## config.mk

```make
export PLATFORM = sky130hd
export DESIGN_NAME = pic_core
export DESIGN_NICKNAME = d
export VERILOG_FILES = /design/src/rtl/pic_pkg.sv /design/src/rtl/pic_flag_bank.sv /design/src/rtl/pic_arbiter.sv /design/src/rtl/pic_level_stack.sv /design/src/rtl/pic_core.sv
export SDC_FILE = /design/constraint.sdc
export NUM_CORES = 1
export LEC_CHECK = 0
export BUFFER_PORTS_ARGS = -buffer_cell sky130_fd_sc_hd__buf_4
export CAP_MARGIN = 20
export CORE_ASPECT_RATIO = 0.8
export CORE_MARGIN = 2
export CORE_UTILIZATION = 25
export DETAILED_ROUTE_END_ITERATION = 10
export GPL_TIMING_DRIVEN = 0
export SLEW_MARGIN = 20
export SYNTH_ARGS = -nofsm -noshare
export SYNTH_HDL_FRONTEND = slang
export SYNTH_SLANG_ARGS = --single-unit
```

## constraint.sdc

```tcl
create_clock -name clk -period 4.8 [get_ports clk]
set_input_delay 0.72 -clock clk [delete_from_list [all_inputs] [get_ports clk]]
set_output_delay 0.72 -clock clk [all_outputs]
set_load 0.02 [all_outputs]
```

## src/rtl/pic_pkg.sv

```systemverilog
package pic_pkg;
   localparam int LVL_W = 2;
   localparam int N_LVL = 1 << LVL_W;
   typedef logic [LVL_W-1:0] lvl_t;
endpackage

```

## src/rtl/pic_flag_bank.sv

```systemverilog
module pic_flag_bank #(
   parameter int             N_SRC     = 11,
   parameter logic [63:0]    EDGE_MASK = 64'h7FD
) (
   input  logic             clk,
   input  logic             rst_n,
   input  logic             cyc_strobe,
   input  logic [N_SRC-1:0] src_event,
   input  logic [N_SRC-1:0] flag_clr,
   input  logic [N_SRC-1:0] ack_clr,
   output logic [N_SRC-1:0] flags,
   output logic [N_SRC-1:0] samp
);
   logic [N_SRC-1:0] edge_m;
   logic [N_SRC-1:0] auto_clr;

   assign edge_m   = EDGE_MASK[N_SRC-1:0];
   assign auto_clr = ack_clr & edge_m;

   always_ff @(posedge clk or negedge rst_n) begin
      if (!rst_n) begin
         flags <= '0;
         samp  <= '0;
      end else begin
         flags <= (flags & ~(flag_clr | auto_clr)) | src_event;
         if (cyc_strobe) samp <= flags & ~auto_clr;
         else            samp <= samp & ~auto_clr;
      end
   end


   flag_set_chk: assert property (@(posedge clk) disable iff (!rst_n)
      (|src_event) |=> ((flags & $past(src_event)) == $past(src_event)));


   samp_hold_chk: assert property (@(posedge clk) disable iff (!rst_n)
      (!cyc_strobe && !(|auto_clr)) |=> $stable(samp));


   edge_clear_chk: assert property (@(posedge clk) disable iff (!rst_n)
      ((|auto_clr) && !(|(auto_clr & src_event))) |=> ((flags & $past(auto_clr)) == '0));
endmodule

```

## src/rtl/pic_arbiter.sv

```systemverilog
module pic_arbiter
   import pic_pkg::*;
#(
   parameter int N_SRC = 11,
   parameter int IDX_W = $clog2(N_SRC)
) (
   input  logic             clk,
   input  logic             rst_n,
   input  logic [N_SRC-1:0] pend,
   input  logic [N_SRC-1:0] prio_hi,
   input  logic [N_SRC-1:0] prio_lo,
   output logic             win_vld,
   output logic [IDX_W-1:0] win_idx,
   output lvl_t             win_lvl
);
   logic [N_SRC-1:0] on_lvl [N_LVL];
   logic [N_LVL-1:0] lvl_hit;
   logic [N_SRC-1:0] cand;

   for (genvar l = 0; l < N_LVL; l++) begin : g_lvl
      for (genvar s = 0; s < N_SRC; s++) begin : g_src
         assign on_lvl[l][s] = pend[s] && ({prio_hi[s], prio_lo[s]} == lvl_t'(l));
      end
      assign lvl_hit[l] = |on_lvl[l];
   end

   always_comb begin
      win_lvl = '0;
      for (int l = 0; l < N_LVL; l++) begin
         if (lvl_hit[l]) win_lvl = lvl_t'(l);
      end
   end

   assign cand    = on_lvl[win_lvl];
   assign win_vld = |lvl_hit;

   always_comb begin
      win_idx = '0;
      for (int s = N_SRC - 1; s >= 0; s--) begin
         if (cand[s]) win_idx = IDX_W'(s);
      end
   end


   win_pending_chk: assert property (@(posedge clk) disable iff (!rst_n)
      win_vld |-> pend[win_idx]);


   win_top_lvl_chk: assert property (@(posedge clk) disable iff (!rst_n)
      win_vld |-> ({prio_hi[win_idx], prio_lo[win_idx]} == win_lvl));
endmodule

```

## src/rtl/pic_level_stack.sv

```systemverilog
module pic_level_stack
   import pic_pkg::*;
(
   input  logic             clk,
   input  logic             rst_n,
   input  logic             push,
   input  lvl_t             push_lvl,
   input  logic             pop,
   output logic [N_LVL-1:0] in_service,
   output logic             busy,
   output lvl_t             top_lvl
);
   always_comb begin
      top_lvl = '0;
      for (int l = 0; l < N_LVL; l++) begin
         if (in_service[l]) top_lvl = lvl_t'(l);
      end
   end

   assign busy = |in_service;

   always_ff @(posedge clk or negedge rst_n) begin
      if (!rst_n) begin
         in_service <= '0;
      end else if (push) begin
         in_service[push_lvl] <= 1'b1;
      end else if (pop && busy) begin
         in_service[top_lvl] <= 1'b0;
      end
   end


   one_push_chk: assert property (@(posedge clk) disable iff (!rst_n)
      $countones(in_service) <= $countones($past(in_service)) + 1);


   pop_top_chk: assert property (@(posedge clk) disable iff (!rst_n)
      (pop && !push && busy) |=> !in_service[$past(top_lvl)]);
endmodule

```

## src/rtl/pic_core.sv

```systemverilog
module pic_core
   import pic_pkg::*;
#(
   parameter int          N_SRC      = 11,
   parameter int          IDX_W      = $clog2(N_SRC),
   parameter int          VEC_W      = 16,
   parameter int          VEC_STRIDE = 8,
   parameter int          VEC_BASE   = 3,
   parameter logic [63:0] EDGE_MASK  = 64'h7FD
) (
   input  logic             clk,
   input  logic             rst_n,
   input  logic             cyc_strobe,
   input  logic [N_SRC-1:0] src_event,
   input  logic [N_SRC-1:0] flag_clr,
   input  logic             glb_en,
   input  logic [N_SRC-1:0] src_en,
   input  logic [N_SRC-1:0] prio_hi,
   input  logic [N_SRC-1:0] prio_lo,
   input  logic             instr_done,
   input  logic             reti_exec,
   input  logic             ctl_wr,
   output logic             ack,
   output logic [IDX_W-1:0] ack_src,
   output logic [VEC_W-1:0] ack_vector,
   output logic [N_SRC-1:0] flags,
   output logic [N_LVL-1:0] in_service
);
   if (N_SRC < 2 || N_SRC > 64) begin : g_bad_nsrc
      $error("pic_core: N_SRC out of range");
   end
   if (VEC_STRIDE * (N_SRC - 1) + VEC_BASE >= (1 << VEC_W)) begin : g_bad_vec
      $error("pic_core: vector does not fit VEC_W");
   end

   logic [N_SRC-1:0] samp;
   logic [N_SRC-1:0] pend;
   logic [N_SRC-1:0] ack_clr;
   logic             win_vld;
   logic [IDX_W-1:0] win_idx;
   lvl_t             win_lvl;
   logic             busy;
   lvl_t             top_lvl;
   logic             outranks;
   logic             gate_open;
   logic             fire;
   logic             pop;
   logic [VEC_W-1:0] vec_c;

   pic_flag_bank #(.N_SRC(N_SRC), .EDGE_MASK(EDGE_MASK)) u_flags (
      .clk(clk), .rst_n(rst_n), .cyc_strobe(cyc_strobe),
      .src_event(src_event), .flag_clr(flag_clr), .ack_clr(ack_clr),
      .flags(flags), .samp(samp)
   );

   assign pend = samp & src_en & {N_SRC{glb_en}};

   pic_arbiter #(.N_SRC(N_SRC), .IDX_W(IDX_W)) u_arb (
      .clk(clk), .rst_n(rst_n), .pend(pend),
      .prio_hi(prio_hi), .prio_lo(prio_lo),
      .win_vld(win_vld), .win_idx(win_idx), .win_lvl(win_lvl)
   );

   assign outranks  = !busy || (win_lvl > top_lvl);
   assign gate_open = instr_done && !reti_exec && !ctl_wr;
   assign fire      = win_vld && outranks && gate_open;
   assign pop       = reti_exec && instr_done;
   assign ack_clr   = fire ? (N_SRC'(1) << win_idx) : '0;
   assign vec_c     = VEC_W'(VEC_STRIDE) * VEC_W'(win_idx) + VEC_W'(VEC_BASE);

   pic_level_stack u_stack (
      .clk(clk), .rst_n(rst_n), .push(fire), .push_lvl(win_lvl), .pop(pop),
      .in_service(in_service), .busy(busy), .top_lvl(top_lvl)
   );

   always_ff @(posedge clk or negedge rst_n) begin
      if (!rst_n) begin
         ack        <= 1'b0;
         ack_src    <= '0;
         ack_vector <= '0;
      end else begin
         ack <= fire;
         if (fire) begin
            ack_src    <= win_idx;
            ack_vector <= vec_c;
         end
      end
   end


   ack_gate_chk: assert property (@(posedge clk) disable iff (!rst_n)
      $rose(ack) |-> ($past(instr_done) && !$past(reti_exec) && !$past(ctl_wr)));


   ack_pulse_chk: assert property (@(posedge clk) disable iff (!rst_n)
      ack |-> in_service[{prio_hi[ack_src], prio_lo[ack_src]}]);
endmodule

```

==> impl_metrics.tcl <==
set metrics [dict create \
    status "finished clean" \
    crit_start "glb_en" \
    endpoint_kind "flop" \
    rr_worst_depth 16 \
    design_area_mm2 0.00371 \
    ir_drop_v 0.000224 \
    post-route-period-util_pct 90.7 \
    coreArea_mm2 0.0103 \
    r2r_end "u_flags.flags[6]" \
    crit_arrival_ps 4510 \
    finalWeightedCongestion 0.930 \
    drv_cap 0 \
    antenna_found_initial 0 \
    grt_pass1_wl_um 13600 \
    yosysUniqueCellTypes 63 \
    clock_latency_ps 270 \
    clkTransAtPathRegs_ps 50 \
    place_inst 531 \
    grt_use_total_pct 15.3 \
    numPortBuffers 87 \
    initial_core_util_pct 25.8 \
    avgRoutedWirePerCell_um 16.1 \
    fin_worst_skew_ps 5.28 \
    clk_path_buf_depth 2 \
    rrSetupSlack_ps 630 \
    endpoint "u_flags.flags[6]" \
    synth_flop_cell "dfrtp_1" \
    cts_tree "yes" \
    clockRootBuffer "clkbuf_16" \
    num_vias 2594 \
    stdcell_count 539 \
    tightestPinTransition_ps 805 \
    die_w_um 119 \
    dr.pass1.iters 4 \
    synth_edf_count 0 \
    multi_input_area_mm2 0.00164 \
    synthCells 295 \
    hold_ws_ps 384 \
    diodes 0 \
    die_area_mm2 0.0115 \
    yosys.area.top_type_share_pct 30.1 \
    hold_path_class "input port to async pin" \
    routed_wl_um 8670 \
    postCtsSetupRepairBufs 0 \
    crit_type "input port to flop" \
    grt_max_degree 33 \
    async_reset_ff_share_pct 100 \
    setup_viol 0 \
    fp-row-count 33 \
    ctsResizeCount 0 \
    dpl_cell_area_mm2 0.00352 \
    netlist_top_cells_area "dfrtp_1 30%, mux2i_1 5.3%, buf_4 4.5%" \
    yosysWarnings 0 \
    slew_viol_final 0 \
    area_delta_synth_final_pct 39.3 \
    htree_levels 2 \
    regArea_um2 801 \
    hold_viol 0 \
    via_per_inst 4.81 \
    io_pins 98 \
    drive_above_1_share_pct 37.6 \
    die_y_um 96.3 \
    path_max_fanout 10 \
    period_needed_ps 4350 \
    ant_nets 0 \
    postCtsHoldBufs 0 \
    synth_area_per_cell_um2 9.02 \
    synthTopCellsByCount "32 x dfrtp_1, 23 x nor2_1, 19 x inv_1, 19 x nand2_1, 18 x nand3_1" \
    overflow 0 \
    r2r-start "u_flags.samp[5]" \
    synth_area_mm2 0.00266 \
    netlist.top_cell.by_area "dfrtp_1" \
    slew_headroom_pct 46.4 \
    drcViolationCount 0 \
    nets 462 \
    critical_path_required_ps 4960 \
    synth_most_common_cell "dfrtp_1" \
    ys_ff_latch 32 \
    leakagePower_nw 1.68 \
    rsz0062_at_grt "false" \
    fmax_mhz 230 \
    ys_seq_area_share_pct 30.1 \
    nFillCells 1114 \
    fin_tns_setup_ps 0 \
    cts.sink_count 32 \
    powerDensity_mw_per_mm2 342 \
    cts_buffers 5 \
    start_kind "input port" \
    dp_hpwl_um 7090 \
    drt_iter0_markers 160 \
    grt_pass1_vias 2613 \
]
registers in the layout (all words and copies together) (netlist names):
register and count:
u_flags.samp 11, ack_vector 1, u_flags.flags 11, ack 1, ack_src 4, u_stack.in_service 4
power breakdown:
| part | internal, mW | leakage (nW) | switching (mW) |
|---|---|---|---|
| Combinational | 0.237 | 1.23 | 0.281 |
| Clock | 0.273 | 0.0901 | 0.113 |
| Sequential | 0.315 | 0.366 | 0.0473 |
worst max-delay path, stage by stage:
cell,delay (ps)
buf_4,130
buf_6,140
and3_1,180
a32oi_1,230
and4b_1,290
nand2_2,170
nor2_4,250
inv_2,150
ha_1,330
a21oi_1,60
a21oi_1,130
o211ai_1,170
a41o_1,240
clkbuf_1,290
nor4_4,480
and2_1,230
nor2b_1,200
o21bai_1,90
worst min path at each step:
stage	slack, ps	endpoint	depth (start not counted)	start
final	380	u_stack.in_service[1]	1	rst_n
after global placement	480	ack_vector[1]	1	ack_vector[1]
after floorplan	420	ack	0	rst_n
after CTS	410	u_flags.samp[1]	1	rst_n
after detailed placement	490	ack_vector[1]	1	ack_vector[1]
after global routing	420	u_stack.in_service[2]	1	rst_n
through the flow:
step | power [mW] | utilization (%) | worst slack [ps]
after floorplan | 0.682 | - | 1050
after global placement | 0.883 | 34.1 | 21.4
after detailed placement | 0.888 | 34.1 | 106
after CTS | 1.28 | 35.9 | 368
after global routing | 1.34 | 35.9 | 147
final | 1.27 | 35.9 | 445
logic make-up after synthesis:
| group | count (synthesis) | share of synthesized area [%] |
|---|---|---|
| muxes | 20 | 7.80 |
| adders and majority gates | 2 | 0.940 |
| DFF | 32 | 30.1 |
| other | 1 | 0.141 |
| buffers and inverters | 43 | 9.73 |
| and+or+nand+nor | 131 | 30.5 |
| AOI/OAI and AO/OA | 65 | 20.5 |
| xor gates and xnor gates | 1 | 0.329 |
cell type report:
cell class                      instances  area share [%]
Clock buffer                            7            4.12
Tap cell                              140            4.73
Inverter                               20            2.03
Sequential cell                        32            21.6
Multi-Input combinational cell        229            44.1
Buffer                                 23            4.96
Timing Repair Buffer                   87            17.6
Clock inverter                          1           0.810
metal layers:
| metal | global-route usage, % | vias to the layer above | wire (um) |
|---|---|---|---|
| li1 | - | 1281 | - |
| met1 | 21.2 | 1217 | 4090 |
| met2 | 24.7 | 90 | 3900 |
| met3 | 3.14 | 6 | 650 |
| met4 | 3.24 | 0 | 38 |
| met5 | 0 | - | 0 |
cells in the final DEF, fill, tap and decap left out, types with 3 or more instances in the layout:
| master | instances |
|---|---|
| o21ai_0 | 4 |
| buf_4 | 103 |
| nand4_1 | 6 |
| clkbuf_16 | 5 |
| inv_1 | 19 |
| nand2b_1 | 10 |
| buf_6 | 5 |
| a21oi_1 | 13 |
| nor2b_1 | 7 |
| a31o_1 | 7 |
| mux2_2 | 6 |
| or2_2 | 4 |
| dfrtp_1 | 32 |
| o32ai_2 | 3 |
| nor3_1 | 8 |
| a31oi_1 | 4 |
| o21bai_1 | 3 |
| nor2_1 | 23 |
| and3_1 | 5 |
| nor4_4 | 4 |
| o31ai_1 | 3 |
| o22ai_1 | 5 |
| mux2i_1 | 14 |
| nor4_1 | 4 |
| conb_1 | 10 |
| a21o_1 | 4 |
| nand2_1 | 19 |
| nand3_1 | 18 |
(Power assumes the default switching activity.)
